**src/rtl/hjc_pkg.sv**
```systemverilog
package hjc_pkg;
  typedef enum logic [1:0] {
    ERR_NONE = 2'd0,
    ERR_LEAD = 2'd1,
    ERR_LAG  = 2'd2
  } err_src_e;
endpackage

```
**src/rtl/hjc_err_former.sv**
```systemverilog
module hjc_err_former
  import hjc_pkg::*;
#(
  parameter int TDC_W = 6
) (
  input  logic [TDC_W-1:0]      lead_code,
  input  logic [TDC_W-1:0]      lag_code,
  output logic signed [TDC_W:0] err,
  output err_src_e              src
);
  always_comb begin
    if (lead_code != '0) begin
      err = $signed({1'b0, lead_code});
      src = ERR_LEAD;
    end else if (lag_code != '0) begin
      err = -$signed({1'b0, lag_code});
      src = ERR_LAG;
    end else begin
      err = '0;
      src = ERR_NONE;
    end
  end
endmodule

```
**src/rtl/hjc_scaler.sv**
```systemverilog
module hjc_scaler #(
  parameter int TDC_W  = 6,
  parameter int GAIN_W = 8,
  parameter int FRAC_W = 6,
  parameter int INT_W  = TDC_W + GAIN_W + 2 - FRAC_W
) (
  input  logic signed [TDC_W:0]   err,
  input  logic [GAIN_W-1:0]       gain,
  output logic signed [INT_W-1:0] ofs_int,
  output logic [FRAC_W-1:0]       ofs_frac
);
  localparam int PROD_W = TDC_W + GAIN_W + 2;

  logic signed [PROD_W-1:0] prod;

  always_comb begin
    prod     = PROD_W'(err) * PROD_W'($signed({1'b0, gain}));
    ofs_int  = prod[PROD_W-1:FRAC_W];
    ofs_frac = prod[FRAC_W-1:0];
  end
endmodule

```
**src/rtl/hjc_sd_dither.sv**
```systemverilog
module hjc_sd_dither #(
  parameter int FRAC_W = 6
) (
  input  logic              clk,
  input  logic              rst,
  input  logic              clr,
  input  logic              en,
  input  logic [FRAC_W-1:0] frac,
  output logic              carry
);
  logic [FRAC_W-1:0] acc_q;
  logic [FRAC_W-1:0] acc_nxt;
  logic              ovf;

  always_comb begin
    {ovf, acc_nxt} = {1'b0, acc_q} + {1'b0, frac};
    carry          = en & ovf;
  end

  always_ff @(posedge clk) begin
    if (rst || clr) acc_q <= '0;
    else if (en)    acc_q <= acc_nxt;
  end

  // the accumulator moves only while the line is active
  a_r5_acc_hold: assert property (@(posedge clk) disable iff (rst)
    (!en && !clr) |=> $stable(acc_q));
  // a zero fraction never yields a carry
  a_r5_zero_frac: assert property (@(posedge clk) disable iff (rst)
    (frac == '0) |-> !carry);
endmodule

```
**src/rtl/hjc_line_corrector.sv**
```systemverilog
module hjc_line_corrector
  import hjc_pkg::*;
#(
  parameter int TDC_W  = 6,
  parameter int GAIN_W = 8,
  parameter int FRAC_W = 6,
  parameter int CODE_W = 10,
  parameter int LINE_W = 12,
  parameter int SYNC_N = 2
) (
  input  logic              clk,
  input  logic              rst,
  input  logic              hsync_in,
  input  logic [TDC_W-1:0]  tdc_lead,
  input  logic [TDC_W-1:0]  tdc_lag,
  input  logic [GAIN_W-1:0] gain,
  input  logic [LINE_W-1:0] line_len,
  input  logic [CODE_W-1:0] lf_code,
  output logic [CODE_W-1:0] dco_code
);
  localparam int INT_W = TDC_W + GAIN_W + 2 - FRAC_W;
  localparam int SUM_W = CODE_W + INT_W + 1;
  localparam logic signed [SUM_W-1:0] CODE_MAX = SUM_W'((64'd1 << CODE_W) - 64'd1);

  // sync edge: SYNC_N synchroniser flops plus one edge flop
  logic [SYNC_N:0] sync_q;
  logic            rise;

  always_ff @(posedge clk) begin
    if (rst) sync_q <= '0;
    else     sync_q <= {sync_q[SYNC_N-1:0], hsync_in};
  end
  assign rise = sync_q[SYNC_N-1] & ~sync_q[SYNC_N];

  // error and scaling
  logic signed [TDC_W:0]   err;
  err_src_e                src;
  logic signed [INT_W-1:0] ofs_int;
  logic [FRAC_W-1:0]       ofs_frac;

  hjc_err_former #(.TDC_W(TDC_W)) u_err (
    .lead_code(tdc_lead), .lag_code(tdc_lag), .err(err), .src(src));

  hjc_scaler #(.TDC_W(TDC_W), .GAIN_W(GAIN_W), .FRAC_W(FRAC_W), .INT_W(INT_W)) u_scl (
    .err(err), .gain(gain), .ofs_int(ofs_int), .ofs_frac(ofs_frac));

  // offset latch and line counter
  logic signed [INT_W-1:0] ofs_int_q;
  logic [FRAC_W-1:0]       ofs_frac_q;
  logic                    active_q;
  logic [LINE_W-1:0]       cnt_q;
  logic [LINE_W-1:0]       last_idx;

  assign last_idx = line_len - 1'b1;

  always_ff @(posedge clk) begin
    if (rst) begin
      ofs_int_q  <= '0;
      ofs_frac_q <= '0;
      active_q   <= 1'b0;
      cnt_q      <= '0;
    end else if (rise) begin
      ofs_int_q  <= ofs_int;
      ofs_frac_q <= ofs_frac;
      active_q   <= (line_len != '0);
      cnt_q      <= '0;
    end else if (active_q) begin
      if (cnt_q == last_idx) active_q <= 1'b0;
      cnt_q <= cnt_q + 1'b1;
    end
  end

  // fractional dither
  logic carry;

  hjc_sd_dither #(.FRAC_W(FRAC_W)) u_sd (
    .clk(clk), .rst(rst), .clr(rise), .en(active_q),
    .frac(ofs_frac_q), .carry(carry));

  // sum, saturate, register
  logic signed [SUM_W-1:0] sum;
  logic [CODE_W-1:0]       sat;

  always_comb begin
    sum = $signed({{(SUM_W-CODE_W){1'b0}}, lf_code});
    if (active_q)
      sum = sum + {{(SUM_W-INT_W){ofs_int_q[INT_W-1]}}, ofs_int_q}
                + $signed({{(SUM_W-1){1'b0}}, carry});
    if (sum < 0)             sat = '0;
    else if (sum > CODE_MAX) sat = CODE_MAX[CODE_W-1:0];
    else                     sat = sum[CODE_W-1:0];
  end

  always_ff @(posedge clk) begin
    if (rst) dco_code <= '0;
    else     dco_code <= sat;
  end

  // the counter never passes the programmed line length
  a_r4_cnt_bound: assert property (@(posedge clk) disable iff (rst)
    active_q |-> (cnt_q < line_len));
  // idle output follows the filter code one cycle later
  a_r8_idle_track: assert property (@(posedge clk) disable iff (rst)
    !active_q |=> (dco_code == $past(lf_code)));
  // a positive offset never drops the code below the filter code
  a_r6_no_wrap_up: assert property (@(posedge clk) disable iff (rst)
    (active_q && !ofs_int_q[INT_W-1]) |=> (dco_code >= $past(lf_code)));
  // a negative offset never lifts the code above the filter code
  a_r6_no_wrap_down: assert property (@(posedge clk) disable iff (rst)
    (active_q && ofs_int_q[INT_W-1] && !carry) |=> (dco_code < $past(lf_code)
      || $past(lf_code) == '0));
  // a zero line length starts no correction
  a_r10_zero_len: assert property (@(posedge clk) disable iff (rst)
    (rise && line_len == '0) |=> !active_q);
  // no error source latches a zero offset
  a_r1_none_zero: assert property (@(posedge clk) disable iff (rst)
    (rise && src == ERR_NONE) |=> (ofs_int_q == '0 && ofs_frac_q == '0));
endmodule

```
**config.mk**
```make
export PLATFORM = sky130hd
export DESIGN_NAME = hjc_line_corrector
export DESIGN_NICKNAME = d
export VERILOG_FILES = /design/src/rtl/hjc_pkg.sv /design/src/rtl/hjc_err_former.sv /design/src/rtl/hjc_scaler.sv /design/src/rtl/hjc_sd_dither.sv /design/src/rtl/hjc_line_corrector.sv
export SDC_FILE = /design/constraint.sdc
export NUM_CORES = 1
export LEC_CHECK = 0
export BUFFER_PORTS_ARGS = -buffer_cell sky130_fd_sc_hd__buf_4
export CAP_MARGIN = 20
export CELL_PAD_IN_SITES_DETAIL_PLACEMENT = 0
export CELL_PAD_IN_SITES_GLOBAL_PLACEMENT = 1
export CORE_MARGIN = 2
export CORE_UTILIZATION = 40
export DETAILED_ROUTE_END_ITERATION = 10
export PLACE_DENSITY = 0.71
export SYNTH_ARGS = -nofsm -noshare
export SYNTH_HDL_FRONTEND = slang
export SYNTH_SLANG_ARGS = --single-unit
```
**constraint.sdc**
```tcl
create_clock -name clk -period 8.3 [get_ports clk]
set_input_delay 0.415 -clock clk [delete_from_list [all_inputs] [get_ports clk]]
set_output_delay 0.415 -clock clk [all_outputs]
set_load 0.005 [all_outputs]
```
Word level (Yosys, flattened, before mapping)
Index checks and enable logic that the tools add are counted.
- register bits after elaboration: 48
- latch bits: 0
- bits in writable memories: 0
- ROM bits: 0
- input port bits: 45
- word-level logic and storage cells: 33
- memories kept: 0
- add/sub/neg operators: 6
- $mul: 1
- divide/modulo/power cells: 0
- $lt $le $gt $ge: 2
- equal/unequal tests: 1
- shift-type cells: 0
- multiplexer cells: 7
- bitwise operators: 3
- reduce and logical (&&, ||, !) cells: 6
- operator list (operator ; number):
    21-bit by 11-bit greater-than comparator with 1-bit output, second input constant ; 1
    21-bit by 1-bit < comparator with 1-bit output, second input constant ; 1
    21-bit two-way mux ; 1
    7-bit by 9-bit multiplier with 16-bit output ; 1
    7-bit two-way mux ; 2
    12-bit by 2-bit adder with 13-bit output ; 1
    11-bit by 10-bit adder with 12-bit output ; 1
    12-bit by 1-bit adder with 12-bit output, second input constant ; 1
    12-bit equality test ; 1
    12-bit nonzero test ; 1
    6-bit nonzero test ; 2
    12-bit by 1-bit subtractor with 12-bit output, second input constant ; 1
    10-bit two-way mux ; 1
    6-bit by 6-bit adder with 7-bit output ; 1
    6-bit negator with 7-bit output ; 1
    2-bit OR reduction ; 2
    1-bit two-way mux ; 3
    1-bit AND ; 2
    1-bit logical OR ; 1
    1-bit inverter ; 1

Depth between registers and ports, before layout
- depth after elaboration: 6
- gate-level depth with buffers: 24

Cells and area by module
From an unflattened synthesis, not the netlist that was laid out.
- cells, all modules: 599
- area total of the unflattened synthesis: 5053.6 um2
- modules (own cells, without submodules) (module ; times used ; cells an instance ; area an instance (um2)):
    hjc_line_corrector ; 1 ; 298 ; 2482.4
    hjc_scaler ; 1 ; 225 ; 1910.6
    hjc_sd_dither ; 1 ; 50 ; 446.7
    hjc_err_former ; 1 ; 26 ; 214.0

Least setup slack after synthesis
OpenSTA, ideal clock, no wires.
- path kind: in2reg
- from: in tdc_lead[4]
- to: reg ofs_int_q[9]
- library setup time: 0.086 ns
- arrival: 5.134 ns
- data required time: 8.214 ns
- slack: 3.080 ns
- cell stages on the path: 20
- buffers on the path: 0
- path through: or4_4 -> nor3_4 -> o21ai_2 -> inv_2 -> a21oi_1 -> nor2b_1 -> fa_1 -> fa_1 -> fa_1 -> inv_1 -> fa_1 -> inv_1 -> ha_1 -> a21oi_1 -> nor2b_1 -> nor3_2 -> o21bai_1 -> a31oi_1 -> xnor2_1 -> a211oi_1
- cells in the longest elaborated chain, start to end: 3
- RTL lines (item ; RTL line ; text):
    from (decl) ; hjc_line_corrector.sv:14 ; input logic [TDC_W-1:0] tdc_lead,
    6-bit nonzero test ; hjc_err_former.sv:12 ; if (lead_code != '0) begin
    7-bit two-way mux (*) ; hjc_err_former.sv:12 ;
    7-bit by 9-bit multiplier with 16-bit output (*) ; hjc_scaler.sv:17 ; prod = PROD_W'(err) * PROD_W'($signed({1'b0, gain}));
    to (signal assigned) ; hjc_line_corrector.sv:63 ; ofs_int_q <= ofs_int;
    to (decl) ; hjc_line_corrector.sv:48 ; logic signed [INT_W-1:0] ofs_int_q;
Mark *: on every way between the ends. The rest lies on a longest branch, timed or not.
A chain may end at the register's enable or synchronous reset.

Final worst setup path
- from: in tdc_lag[0]
- to: reg ofs_int_q[8]
- cells in the longest elaborated chain, start to end: 4
- RTL lines (item ; RTL line ; text):
    from (decl) ; hjc_line_corrector.sv:15 ; input logic [TDC_W-1:0] tdc_lag,
    6-bit negator with 7-bit output / 6-bit nonzero test (equally long branches) ; hjc_err_former.sv:16, hjc_err_former.sv:15 ;
    7-bit two-way mux (*) ; hjc_err_former.sv:15 ; end else if (lag_code != '0) begin
    7-bit two-way mux (*) ; hjc_err_former.sv:12 ;
    7-bit by 9-bit multiplier with 16-bit output (*) ; hjc_scaler.sv:17 ;
Marks and branches as above.

==> out/results.tsv <==
metric	value	unit
Worst-Skew Late Latency	0.29	ns
CTS hold repair buffers	0	
initial antenna violation count	0	
Netlist cell types	53	
max cap viols	0	
number of flops mapped to enable cells by yosys	0	
clock net sink count	48	
DR vias	4023	
die width	115	um
fin crit period	5.61	ns
Antenna Cells	0	
WS Path Type	in -> reg	
Finished Layout Cells	785	
most frequent cells in the layout	inv_1, ha_1, buf_4	
ys flop type	dfxtp_1	
HPWL Detailed	8760	um
Starting DRT DRC Count	150	
worst vdd ir	78.5	uV
average size of a mapped cell	8.40	um2
Tot GR Track Use	16.4	%
Worst slew margin	48.2	%
DIE AREA	13200	um2
Finished Cell Area	5650	um2
Final period util	67.6	%
Worst Setup Start Kind	input pin	
final WL	10500	um
post-placement cell count	777	
skew final	0.00616	ns
Final Setup Violations	0	
CTS Buf Count	5	
Post-Synthesis Cell Area	4930	um2
Worst EP required	8.52	ns
Top Ports	55	
CP max FO	8	
Layout Nets	776	
Final ANT Viol Nets	0	
Placer Congestion	0.831	
Clock Path Buffers	2	
root buf cell	clkbuf_16	
share of cells above drive strength 1	12.1	%
# DRC	0	
status	finished, final reports clean	
final core occ	47.1	%
Max Transition Viols Final	0	
FP Rows	40	
number of H-tree levels	2	
largest net degree at the start of global routing	32	
final hold violation count	0	
CTS tree	yes	
PortBufs	54	
RSZ-0062 raised after global routing	false	
Reg2Reg Setup Slack	4.60	ns
FFs w/ async S/R, synth	0	%
Fillers	1211	
Total Negative Setup Slacks	0	ns
Warnings, synthesis	0	
Die Ht	115	um
number of global-route vias before repair	3963	
Post-CTS Resized	0	
post-CTS setup buffer count	0	
Initial Util	41.0	%
final hold slack	0.354	ns
Hold WC Path Type	in -> reg	
vias per inst	5.12	
power per cell area	150	nW/um2
global-route wire length before repair	17600	um
Crit path arrival time	5.83	ns
leakage power	2.60	nW
Syn Inst Count	587	
Synth-to-Final Area Change	14.7	%
syn nets	726	
GRT overflow	0	
CP Capture Type	register	
commonest non-fill, non-tap cell in the layout	inv_1	
register area share after synthesis	19.5	%
fmax	0.178	GHz
Seq cells post-synth	48	
drt pass-1 iters	4	
Core ar.	12000	um2
WL per Instance	13.4	um
Tightest Pin Transition	0.773	ns
CTS clock-pin slew for the worst setup and hold paths	0.07	ns
placed cell areas	5480	um2
## cells by family (layout without fill, tap and decap cells)
family                   after synthesis  after routing  synth area share [%]
flip-flops                            48             48                  19.5
AND/OR/NAND/NOR                      195            195                  21.1
XOR/XNOR                              45             45                  8.00
multiplexers                          12             12                  2.44
adder cells (fa/ha/maj)               94             94                  28.9
AO/OA/AOI/OAI                        110            110                  13.8
buffers and inverters                 83            134                  6.32
## metal layers
layer / vias to the layer above / global-route usage (%) / wire [um]
li1: 2062 / - / -
met1: 1882 / 20.2 / 4750
met2: 66 / 29.6 / 5230
met3: 13 / 1.90 / 310
met4: 0 / 5.70 / 205
met5: - / 0 / 0
## stage by stage
| stage | total power, mW | setup WS [ns] |
|---|---|---|
| 6_report | 0.846 | 2.69 |
| 5_1_grt | 0.923 | 2.29 |
| 4_1_cts | 0.861 | 2.68 |
| 3_5_place_dp | 0.625 | 2.38 |
| 3_3_place_gp | 0.618 | 2.58 |
| 2_1_floorplan | 0.531 | 3.08 |
## final timing paths
path                  from  cells past startpoint           end
max             tdc_lag[0]                     23  ofs_int_q[8]
min               hsync_in                      2     sync_q[0]
max reg2reg  ofs_frac_q[0]                     19   dco_code[4]
min reg2reg      sync_q[0]                      1     sync_q[1]
## power breakdown
group,leakage (nW),internal (mW),switching (mW)
registers,0.391,0.242,0.00638
clock network,0.0798,0.142,0.0872
logic,2.13,0.168,0.201
total,2.60,0.551,0.295
## cell usage after synthesis (5+ instances only)
master / number / area share, %
o21a_1: 5 / 0.76
a21o_1: 5 / 0.76
dfxtp_1: 48 / 19
and2_1: 7 / 0.89
a21oi_1: 44 / 4.5
and3_1: 5 / 0.63
ha_1: 61 / 15
nand2b_1: 18 / 2.3
nor2b_1: 42 / 5.3
a31oi_1: 7 / 0.89
xor2_1: 15 / 2.7
mux2i_1: 12 / 2.4
nand2_1: 41 / 3.1
or3_1: 9 / 1.1
xnor2_1: 30 / 5.3
nor2_1: 42 / 3.2
o21bai_1: 7 / 1.1
clkbuf_1: 10 / 0.76
inv_1: 69 / 5.3
fa_1: 33 / 13
nor3_1: 9 / 0.91
nand3_1: 7 / 0.71
o21ai_0: 20 / 2.0
## worst max-delay path, stage by stage
cell      delay [ns]
buf_4           0.12
inv_1           0.05
ha_1            0.15
nand2b_1        0.09
nand2b_1        0.18
o21ai_2         0.29
inv_2           0.16
a21oi_1         0.53
nand2b_1        0.21
fa_1            0.45
fa_1            0.54
inv_1           0.05
fa_1            0.53
inv_1           0.05
fa_1            0.52
inv_1           0.04
ha_1            0.31
inv_1           0.08
o21a_1          0.20
o31ai_1         0.36
o21ai_0         0.16
xor2_1          0.16
o21ai_0         0.15
## sequential cells by signal (all words and copies together) (netlist names)
| name | flops |
|---|---|
| sync_q | 3 |
| dco_code | 10 |
| ofs_int_q | 10 |
| active_q | 1 |
| ofs_frac_q | 6 |
| u_sd.acc_q | 6 |
| cnt_q | 12 |
## area by class of cell
cell class	count	area (um2)	area share (%)
multi-input combinational	456	3660	64.7
tap	147	184	3.25
clock buffer	5	125	2.21
clock inverter	3	42.5	0.753
sequential	48	961	17.0
timing repair buffer	56	420	7.44
inverter	70	263	4.65
(Power assumes the default switching activity.)
